`config.mk`:
```
export PLATFORM = sky130hd
export DESIGN_NAME = bcd_adjust_unit
export DESIGN_NICKNAME = d
export VERILOG_FILES = /design/src/rtl/bcd_adj_pkg.sv /design/src/rtl/bcd_adj_flags.sv /design/src/rtl/bcd_adj_ctrl.sv /design/src/rtl/bcd_adj_dpath.sv /design/src/rtl/bcd_adjust_unit.sv
export SDC_FILE = /design/constraint.sdc
export NUM_CORES = 1
export LEC_CHECK = 0
export BUFFER_PORTS_ARGS = -buffer_cell sky130_fd_sc_hd__buf_2
export CELL_PAD_IN_SITES_DETAIL_PLACEMENT = 2
export CELL_PAD_IN_SITES_GLOBAL_PLACEMENT = 2
export CORE_MARGIN = 4
export CORE_UTILIZATION = 39
export DETAILED_ROUTE_END_ITERATION = 7
export GPL_ROUTABILITY_DRIVEN = 0
export PLACE_DENSITY = 0.95
export SYNTH_ARGS = -nofsm -noshare
export SYNTH_HDL_FRONTEND = slang
export SYNTH_SLANG_ARGS = --single-unit
```
`constraint.sdc`:
```
create_clock -name clk -period 2.1 [get_ports clk]
set_clock_uncertainty 0.05 [all_clocks]
set_input_delay 0.63 -clock clk [delete_from_list [all_inputs] [get_ports clk]]
set_output_delay 0.63 -clock clk [all_outputs]
set_load 0.03 [all_outputs]
```
`src/rtl/bcd_adj_pkg.sv`:
```
package bcd_adj_pkg;

  localparam int BYTE_W = 8;
  localparam int NIB_W  = BYTE_W / 2;
  localparam int OP_W   = 3;
  localparam int WIDE_W = 2 * BYTE_W;

  localparam logic [NIB_W-1:0]  NIB_MAX_DIGIT = NIB_W'(9);
  localparam logic [BYTE_W-1:0] LOW_FIX       = BYTE_W'(6);
  localparam logic [BYTE_W-1:0] HIGH_FIX      = BYTE_W'(8'h60);
  localparam logic [BYTE_W-1:0] PACKED_LIMIT  = BYTE_W'(8'h99);
  localparam logic [BYTE_W-1:0] UNPACK_WRAP   = BYTE_W'(8'hF9);

  typedef enum logic [OP_W-1:0] {
    OP_PACK_ADD  = 3'd0,
    OP_PACK_SUB  = 3'd1,
    OP_UNPK_ADD  = 3'd2,
    OP_UNPK_SUB  = 3'd3,
    OP_MUL_FIX   = 3'd4,
    OP_DIV_PREP  = 3'd5,
    OP_RSV_A     = 3'd6,
    OP_RSV_B     = 3'd7
  } adj_op_e;

  typedef struct packed {
    logic    capture;
    adj_op_e op;
    logic    zeroBase;
  } adj_ctrl_t;

endpackage

```
`src/rtl/bcd_adj_flags.sv`:
```
module bcd_adj_flags #(
  parameter int WIDTH = 8
) (
  input  logic [WIDTH-1:0] value,
  output logic             isZero,
  output logic             isNeg,
  output logic             evenPar
);
  always_comb begin
    isZero  = (value == '0);
    isNeg   = value[WIDTH-1];
    evenPar = ~(^value);
  end
endmodule

```
`src/rtl/bcd_adj_ctrl.sv`:
```
module bcd_adj_ctrl
  import bcd_adj_pkg::*;
(
  input  logic               clk,
  input  logic               rst_n,
  input  logic               inValid,
  input  logic [OP_W-1:0]    inOp,
  input  logic [BYTE_W-1:0]  inBase,
  output adj_ctrl_t          ctrl,
  output logic               validQ
);
  always_comb begin
    ctrl.capture  = inValid;
    ctrl.op       = adj_op_e'(inOp);
    ctrl.zeroBase = (inBase == '0);
  end

  always_ff @(posedge clk or negedge rst_n) begin
    if (!rst_n) validQ <= 1'b0;
    else        validQ <= inValid;
  end

  AST_STROBE_SINGLE: assert property (@(posedge clk) disable iff (!rst_n)
    validQ && !$past(inValid) |-> 1'b0) else $error("strobe without request");
endmodule

```
`src/rtl/bcd_adj_dpath.sv`:
```
module bcd_adj_dpath
  import bcd_adj_pkg::*;
(
  input  logic               clk,
  input  logic               rst_n,
  input  adj_ctrl_t          ctrl,
  input  logic [BYTE_W-1:0]  inHigh,
  input  logic [BYTE_W-1:0]  inLow,
  input  logic               inCarry,
  input  logic               inAux,
  input  logic [BYTE_W-1:0]  inBase,
  output logic [BYTE_W-1:0]  highQ,
  output logic [BYTE_W-1:0]  lowQ,
  output logic               carryQ,
  output logic               auxQ,
  output logic               zeroQ,
  output logic               signQ,
  output logic               parityQ,
  output logic               errorQ
);
  logic [BYTE_W-1:0] nextHigh, nextLow;
  logic              nextCarry, nextAux, nextErr;
  logic              fZero, fSign, fPar;
  logic              nibbleHit, packedHit;
  logic [BYTE_W-1:0] stepLow;
  logic [WIDE_W-1:0] mulSum;

  always_comb begin
    nibbleHit = (inLow[NIB_W-1:0] > NIB_MAX_DIGIT) || inAux;
    packedHit = (inLow > PACKED_LIMIT) || inCarry;
    mulSum    = WIDE_W'(inHigh) * WIDE_W'(inBase) + WIDE_W'(inLow);
    stepLow   = inLow;
    nextHigh  = inHigh;
    nextLow   = inLow;
    nextCarry = 1'b0;
    nextAux   = 1'b0;
    nextErr   = 1'b0;
    unique case (ctrl.op)
      OP_PACK_ADD: begin
        if (nibbleHit) begin
          stepLow = inLow + LOW_FIX;
          nextAux = 1'b1;
        end
        if (packedHit) begin
          stepLow   = stepLow + HIGH_FIX;
          nextCarry = 1'b1;
        end
        nextLow = stepLow;
      end
      OP_PACK_SUB: begin
        if (nibbleHit) begin
          nextAux = 1'b1;
          if ((inLow < LOW_FIX) || inCarry) nextCarry = 1'b1;
          stepLow = inLow - LOW_FIX;
        end
        if (packedHit) begin
          stepLow   = stepLow - HIGH_FIX;
          nextCarry = 1'b1;
        end
        nextLow = stepLow;
      end
      OP_UNPK_ADD: begin
        if (nibbleHit) begin
          stepLow   = inLow + LOW_FIX;
          nextLow   = {{NIB_W{1'b0}}, stepLow[NIB_W-1:0]};
          nextHigh  = inHigh + BYTE_W'(1) + BYTE_W'(inLow > UNPACK_WRAP);
          nextCarry = 1'b1;
          nextAux   = 1'b1;
        end else begin
          nextLow = {{NIB_W{1'b0}}, inLow[NIB_W-1:0]};
        end
      end
      OP_UNPK_SUB: begin
        if (nibbleHit) begin
          stepLow   = inLow - LOW_FIX;
          nextLow   = {{NIB_W{1'b0}}, stepLow[NIB_W-1:0]};
          nextHigh  = inHigh - BYTE_W'(1) - BYTE_W'(inLow < LOW_FIX);
          nextCarry = 1'b1;
          nextAux   = 1'b1;
        end else begin
          nextLow = {{NIB_W{1'b0}}, inLow[NIB_W-1:0]};
        end
      end
      OP_MUL_FIX: begin
        if (ctrl.zeroBase) begin
          nextErr = 1'b1;
        end else begin
          nextHigh = inLow / inBase;
          nextLow  = inLow % inBase;
        end
      end
      OP_DIV_PREP: begin
        nextLow  = mulSum[BYTE_W-1:0];
        nextHigh = '0;
      end
      default: begin
        nextCarry = inCarry;
        nextAux   = inAux;
      end
    endcase
  end

  bcd_adj_flags #(.WIDTH(BYTE_W)) flags_i (
    .value   (nextLow),
    .isZero  (fZero),
    .isNeg   (fSign),
    .evenPar (fPar)
  );

  always_ff @(posedge clk or negedge rst_n) begin
    if (!rst_n) begin
      highQ   <= '0;
      lowQ    <= '0;
      carryQ  <= 1'b0;
      auxQ    <= 1'b0;
      zeroQ   <= 1'b0;
      signQ   <= 1'b0;
      parityQ <= 1'b0;
      errorQ  <= 1'b0;
    end else if (ctrl.capture) begin
      highQ   <= nextHigh;
      lowQ    <= nextLow;
      carryQ  <= nextCarry;
      auxQ    <= nextAux;
      zeroQ   <= fZero;
      signQ   <= fSign;
      parityQ <= fPar;
      errorQ  <= nextErr;
    end
  end

  AST_HOLD_IDLE: assert property (@(posedge clk) disable iff (!rst_n)
    !ctrl.capture |=> $stable(highQ) && $stable(lowQ) && $stable(carryQ) && $stable(errorQ))
    else $error("result moved without request");
  AST_UNPACK_NIBBLE: assert property (@(posedge clk) disable iff (!rst_n)
    ctrl.capture && (ctrl.op == OP_UNPK_ADD || ctrl.op == OP_UNPK_SUB) |=> lowQ[BYTE_W-1:NIB_W] == '0)
    else $error("unpacked low byte has upper nibble");
  AST_UNPACK_FLAGS_PAIR: assert property (@(posedge clk) disable iff (!rst_n)
    ctrl.capture && (ctrl.op == OP_UNPK_ADD || ctrl.op == OP_UNPK_SUB) |=> carryQ == auxQ)
    else $error("unpacked carry and aux differ");
endmodule

```
`src/rtl/bcd_adjust_unit.sv`:
```
module bcd_adjust_unit
  import bcd_adj_pkg::*;
(
  input  logic              clk,
  input  logic              rst_n,
  input  logic              inValid,
  input  logic [2:0]        inOp,
  input  logic [7:0]        inHigh,
  input  logic [7:0]        inLow,
  input  logic              inCarry,
  input  logic              inAux,
  input  logic [7:0]        inBase,
  output logic              outValid,
  output logic [7:0]        outHigh,
  output logic [7:0]        outLow,
  output logic              outCarry,
  output logic              outAux,
  output logic              outZero,
  output logic              outSign,
  output logic              outParity,
  output logic              outError
);
  adj_ctrl_t ctrl;

  bcd_adj_ctrl ctrl_i (
    .clk     (clk),
    .rst_n   (rst_n),
    .inValid (inValid),
    .inOp    (inOp),
    .inBase  (inBase),
    .ctrl    (ctrl),
    .validQ  (outValid)
  );

  bcd_adj_dpath dpath_i (
    .clk     (clk),
    .rst_n   (rst_n),
    .ctrl    (ctrl),
    .inHigh  (inHigh),
    .inLow   (inLow),
    .inCarry (inCarry),
    .inAux   (inAux),
    .inBase  (inBase),
    .highQ   (outHigh),
    .lowQ    (outLow),
    .carryQ  (outCarry),
    .auxQ    (outAux),
    .zeroQ   (outZero),
    .signQ   (outSign),
    .parityQ (outParity),
    .errorQ  (outError)
  );

  AST_RESULT_STROBE: assert property (@(posedge clk) disable iff (!rst_n)
    inValid |=> outValid) else $error("missing result strobe");
  AST_PACKED_HIGH_KEPT: assert property (@(posedge clk) disable iff (!rst_n)
    inValid && (inOp == OP_PACK_ADD || inOp == OP_PACK_SUB) |=> outHigh == $past(inHigh))
    else $error("packed correction changed high byte");
  AST_ZERO_BASE_ERR: assert property (@(posedge clk) disable iff (!rst_n)
    inValid && inOp == OP_MUL_FIX && inBase == 8'd0 |=>
      outError && outHigh == $past(inHigh) && outLow == $past(inLow))
    else $error("zero base not flagged");
  AST_ERR_ONLY_ZERO_BASE: assert property (@(posedge clk) disable iff (!rst_n)
    inValid && !(inOp == OP_MUL_FIX && inBase == 8'd0) |=> !outError)
    else $error("spurious error");
  AST_DIVPREP_HIGH_CLEAR: assert property (@(posedge clk) disable iff (!rst_n)
    inValid && inOp == OP_DIV_PREP |=> outHigh == 8'd0)
    else $error("divide preparation left high byte");
  AST_ZERO_FLAG: assert property (@(posedge clk) disable iff (!rst_n)
    outValid |-> outZero == (outLow == 8'd0)) else $error("zero flag mismatch");
endmodule

```
==> results.toml, run 1 <==
[place]
port_buffers = 54
hpwl_mm = 28.0

[synthesis]
synth_cell_type_count = 86
ys_warn_count = 0
synthAdderAreaFrac_pct = 22.9
yosysSeqAreaShare_pct = 10.2
synth_compound_area_share_pct = 27.9
synth_enable_flop_cells = 0
synthesis.area_um2 = 5410
yosys-mux-area-fraction_pct = 2.73
synth-async-reset-ratio_pct = 100
ys_seq_elements = 22
synth_nets = 814
ys.flop_type = "dfrtp_1"
synth_area_per_cell_um2 = 7.79
yosys.area_share.simple_pct = 20.1
synthCells = 695
synth_top_family_by_area = "compound AO/OA/AOI/OAI gates"
synthXorXnorAreaFrac_pct = 7.30

[floorplanning]
die_h_um = 126
ioPinCount = 55
initial_core_util_pct = 40.4
die_w_um = 126
row_count = 42

[outcome]
error = "[ERROR DPL-0033] detailed placement checks failed during check placement."
lastStage = "detailed placement (3_5_place_dp)"
status = "stopped before the end"
==> through the flow <==
| stage | area (um2) | cells | hold WS (ns) | setup WS [ns] | setup TNS (ns) |
|---|---|---|---|---|---|
| global placement | 7800 | 1131 | 0.423 | -9.40 | -120.86 |
| floorplan | 5750 | 695 | 0.284 | -9.39 | -114.18 |
==> kinds of logic after synthesis <==
family          after synthesis
flops                        22
simple gates                223
xor+xnor                     42
compound gates              205
mux                          13
fa+ha+maj                    88
buf+inv                     102
==> synthesized netlist by cell type, types with 9 or more instances <==
library cell,count,area share (%)
nand3_1,16,1.5
nor2_1,63,4.4
nand2_1,59,4.1
nor2b_1,10,1.2
a21oi_1,37,3.4
nor3_1,22,2.0
xor2_1,9,1.5
xnor2_1,31,5.0
clkbuf_1,23,1.6
fa_1,19,7.0
o21ai_0,29,2.7
dfrtp_1,22,10
o21a_1,21,2.9
ha_1,68,16
and2_1,9,1.0
o211ai_1,11,1.5
inv_1,66,4.6
==> run 2, diff against run 1 <==
Settings changed: CELL_PAD_IN_SITES_DETAIL_PLACEMENT 2 to default, CELL_PAD_IN_SITES_GLOBAL_PLACEMENT 2 to default, CORE_UTILIZATION 39 to 35, PLACE_DENSITY 0.95 to default, PLACE_DENSITY_LB_ADDON from default to 0.15.
==> run 2 against run 1 <==
Effect of this change: the flow now finishes, with violations (setup timing); synthesized cell count did not move; synthesized area is the same.
==> results.toml, run 2 <==
[worst_setup_path]
arrival_ns = 11.40
r2r_cells = 2
start_kind = "input port"
worstSetupEndpointType = "register"
cp_slowest_stage_delay_ns = 0.36
crit_path_top_delay_cell = "nor4_4"
crit_top_cell = "ha_4"
cp.required_ns = 2.20
path_class = "in -> reg"
cp_max_fo = 5

[place]
dp_slack_ns = -9.86
dp.cells = 1143
hpwl_mm = 17.7
port_buffers = 54
post_dp_cell_area_um2 = 7820

[power_and_ir_drop]
clock_power_share_pct = 10.0
powerDensity_nw_per_um2 = 582
p_int_w = 0.00312
ir_drop_mv = 0.391
pwr-share-seq_pct = 9.8
power_w = 0.00540
switching_share_pct = 42.3
p_switching_w = 0.00228
comb_power_share_pct = 80.2
power.leakage_nw = 4.38

[timing]
min_period_ns = 11.30
slew_violations = 0
tightest_slew_ns = 0.600
tns_ns = -116.57
timing.final.crit_share_pct = 538
finalHoldViolCount = 0
rsz0062_at_grt = "yes"
setup_viol = 19
final.setup.worst_slack_ns = -9.20
relSlewSlack_pct = 60.0
max_freq_mhz = 88.5

[final_layout]
antenna_cells = 0
areaGrowthSynthToFinish_pct = 71.2
largestRegisters = "dpath_i.highQ: 8 flops, dpath_i.lowQ: 7 flops"
final_cell_mix = "buf_4 (284), nand2_1 (56), nor2_1 (56)"
num-fill-cells = 1307
regMostFlops = "dpath_i.highQ"
final_cell_count_no_fill = 1219
finalNetCount = 1151
drive_gt1_share_pct = 51.3
final_common_cell = "buf_4"
design_area_um2 = 9260
largest_reg_flops = 8

[synthesis]
yosys-mux-area-fraction_pct = 2.73
synthesis.area_um2 = 5410
synth_common_cells = "ha_1 (68), inv_1 (66), nor2_1 (63)"
synthCells = 695
synth_area_leaders = "ha_1 (16%), dfrtp_1 (10%), fa_1 (7.0%)"
ys_seq_elements = 22
ys.flop_type = "dfrtp_1"
synth_compound_area_share_pct = 27.9
yosys.area_share.simple_pct = 20.1
synth_cell_type_count = 86
ys_warn_count = 0
synthXorXnorAreaFrac_pct = 7.30
synthMostInstantiatedCell = "ha_1"
synth_top_area_cell = "ha_1"
synthAdderAreaFrac_pct = 22.9
synth-async-reset-ratio_pct = 100
synth.top_cell.area_share_pct = 15.7
synth_enable_flop_cells = 0
synth_nets = 814
yosysSeqAreaShare_pct = 10.2
synth_top_family_by_area = "compound AO/OA/AOI/OAI gates"
synth_area_per_cell_um2 = 7.79

[drt]
routedWlPerCell_um = 18.7
drc_errors = 0
detail-route-antenna-nets = 0
initialDrtViolationCount = 437
via_count = 6671
wl_mm = 22.8
first_pass_iters = 5
via_per_inst = 5.47

[clock_network]
cts_htree_levels = 1
cts_root_buf = "clkbuf_16"
clk_pin_slew_ns = 0.06
hold_buffers = 0
cts_sinks = 22
clk_latency_ns = 0.26
cts_tree = "done"
numCtsBuffers = 3
cts_buffer_depth = 2

[floorplanning]
initial_core_util_pct = 35.6
die_h_um = 132
die_area_um2 = 17500
coreArea_um2 = 15200
ioPinCount = 55
row_count = 45
die_w_um = 132

[global_routing]
grt_pass1_wl_mm = 36.0
grt_pass1_vias = 6799
grt_usage_pct = 25.2
overflow = 0
grt_max_degree = 30
antenna_found_initial = 0

[outcome]
violations = "setup timing"
status = "finished, violations left"

[run]
maxCapViolations = 0

[min_path]
hold_class = "in -> async"
run 2: logic make-up after synthesis:
family	Yosys count
xor gates and xnor gates	42
adders and majority gates	88
buffers and inverters	102
DFF	22
AOI/OAI and AO/OA	205
muxes	13
and+or+nand+nor	223
run 2: path summary, 6_finish.rpt:
kind | slack (ns) | start | to
max reg2reg | 1.19 | dpath_i.signQ | dpath_i.signQ
max | -9.20 | inBase[4] | dpath_i.parityQ
min reg2reg | 0.43 | dpath_i.highQ[6] | dpath_i.highQ[6]
max in group asynchronous | 1.35 | rst_n | dpath_i.errorQ
min | 0.29 | rst_n | dpath_i.lowQ[0]
min in group clk | 0.43 | dpath_i.highQ[6] | dpath_i.highQ[6]
run 2: layout make-up:
type	count	area (um2)	area share, %
Multi-Input combinational cell	571	5300	57.2
Timing Repair Buffer	367	2800	30.3
Sequential cell	22	551	5.94
Inverter	67	269	2.90
Tap cell	188	235	2.54
Clock buffer	3	75.1	0.810
Clock inverter	1	30.0	0.324
run 2: stage by stage:
step	hold slack, ns	util, %
2_1_floorplan	0.284	-
3_3_place_gp	0.419	51.5
3_5_place_dp	0.423	51.5
4_1_cts	0.312	59.0
5_1_grt	0.332	60.9
6_report	0.294	60.9
run 2: power groups by stage:
stage	clock (W)	combinational, W	sequential (W)
after floorplan	0	0.00195	0.000662
after global placement	0	0.00341	0.000531
after detailed placement	0	0.00347	0.000534
after CTS	0.000556	0.00404	0.000527
after global routing	0.000579	0.00466	0.000533
final	0.000540	0.00433	0.000526
run 2: what timing repair did:
item | 4_1_cts | 5_1_grt
gates resized for setup | 118 | 53
pin swaps | 86 | 55
setup endpoints to repair | 19 | 19
buffers inserted | 59 | 25
run 2: critical path: cells and delay by family:
| kind | cells | cell delay, ns |
|---|---|---|
| compound gates | 24 | 4.82 |
| buf+inv | 7 | 0.82 |
| mux | 5 | 1.49 |
| simple gates | 7 | 1.30 |
| fa+ha+maj | 8 | 2.04 |
| xor+xnor | 2 | 0.28 |
run 2: routing by layer:
| layer | up-vias | share of wire (%) | wire [um] | track usage (%) |
|---|---|---|---|---|
| met4 | 0 | 1.7 | 384 | 3.87 |
| met2 | 195 | 48 | 10900 | 43.7 |
| li1 | 3208 | - | - | - |
| met3 | 27 | 4.9 | 1110 | 2.63 |
| met5 | - | 0 | 0 | 0 |
| met1 | 3241 | 45 | 10300 | 34.5 |
Note: power is estimated with default switching activity, not from simulation.
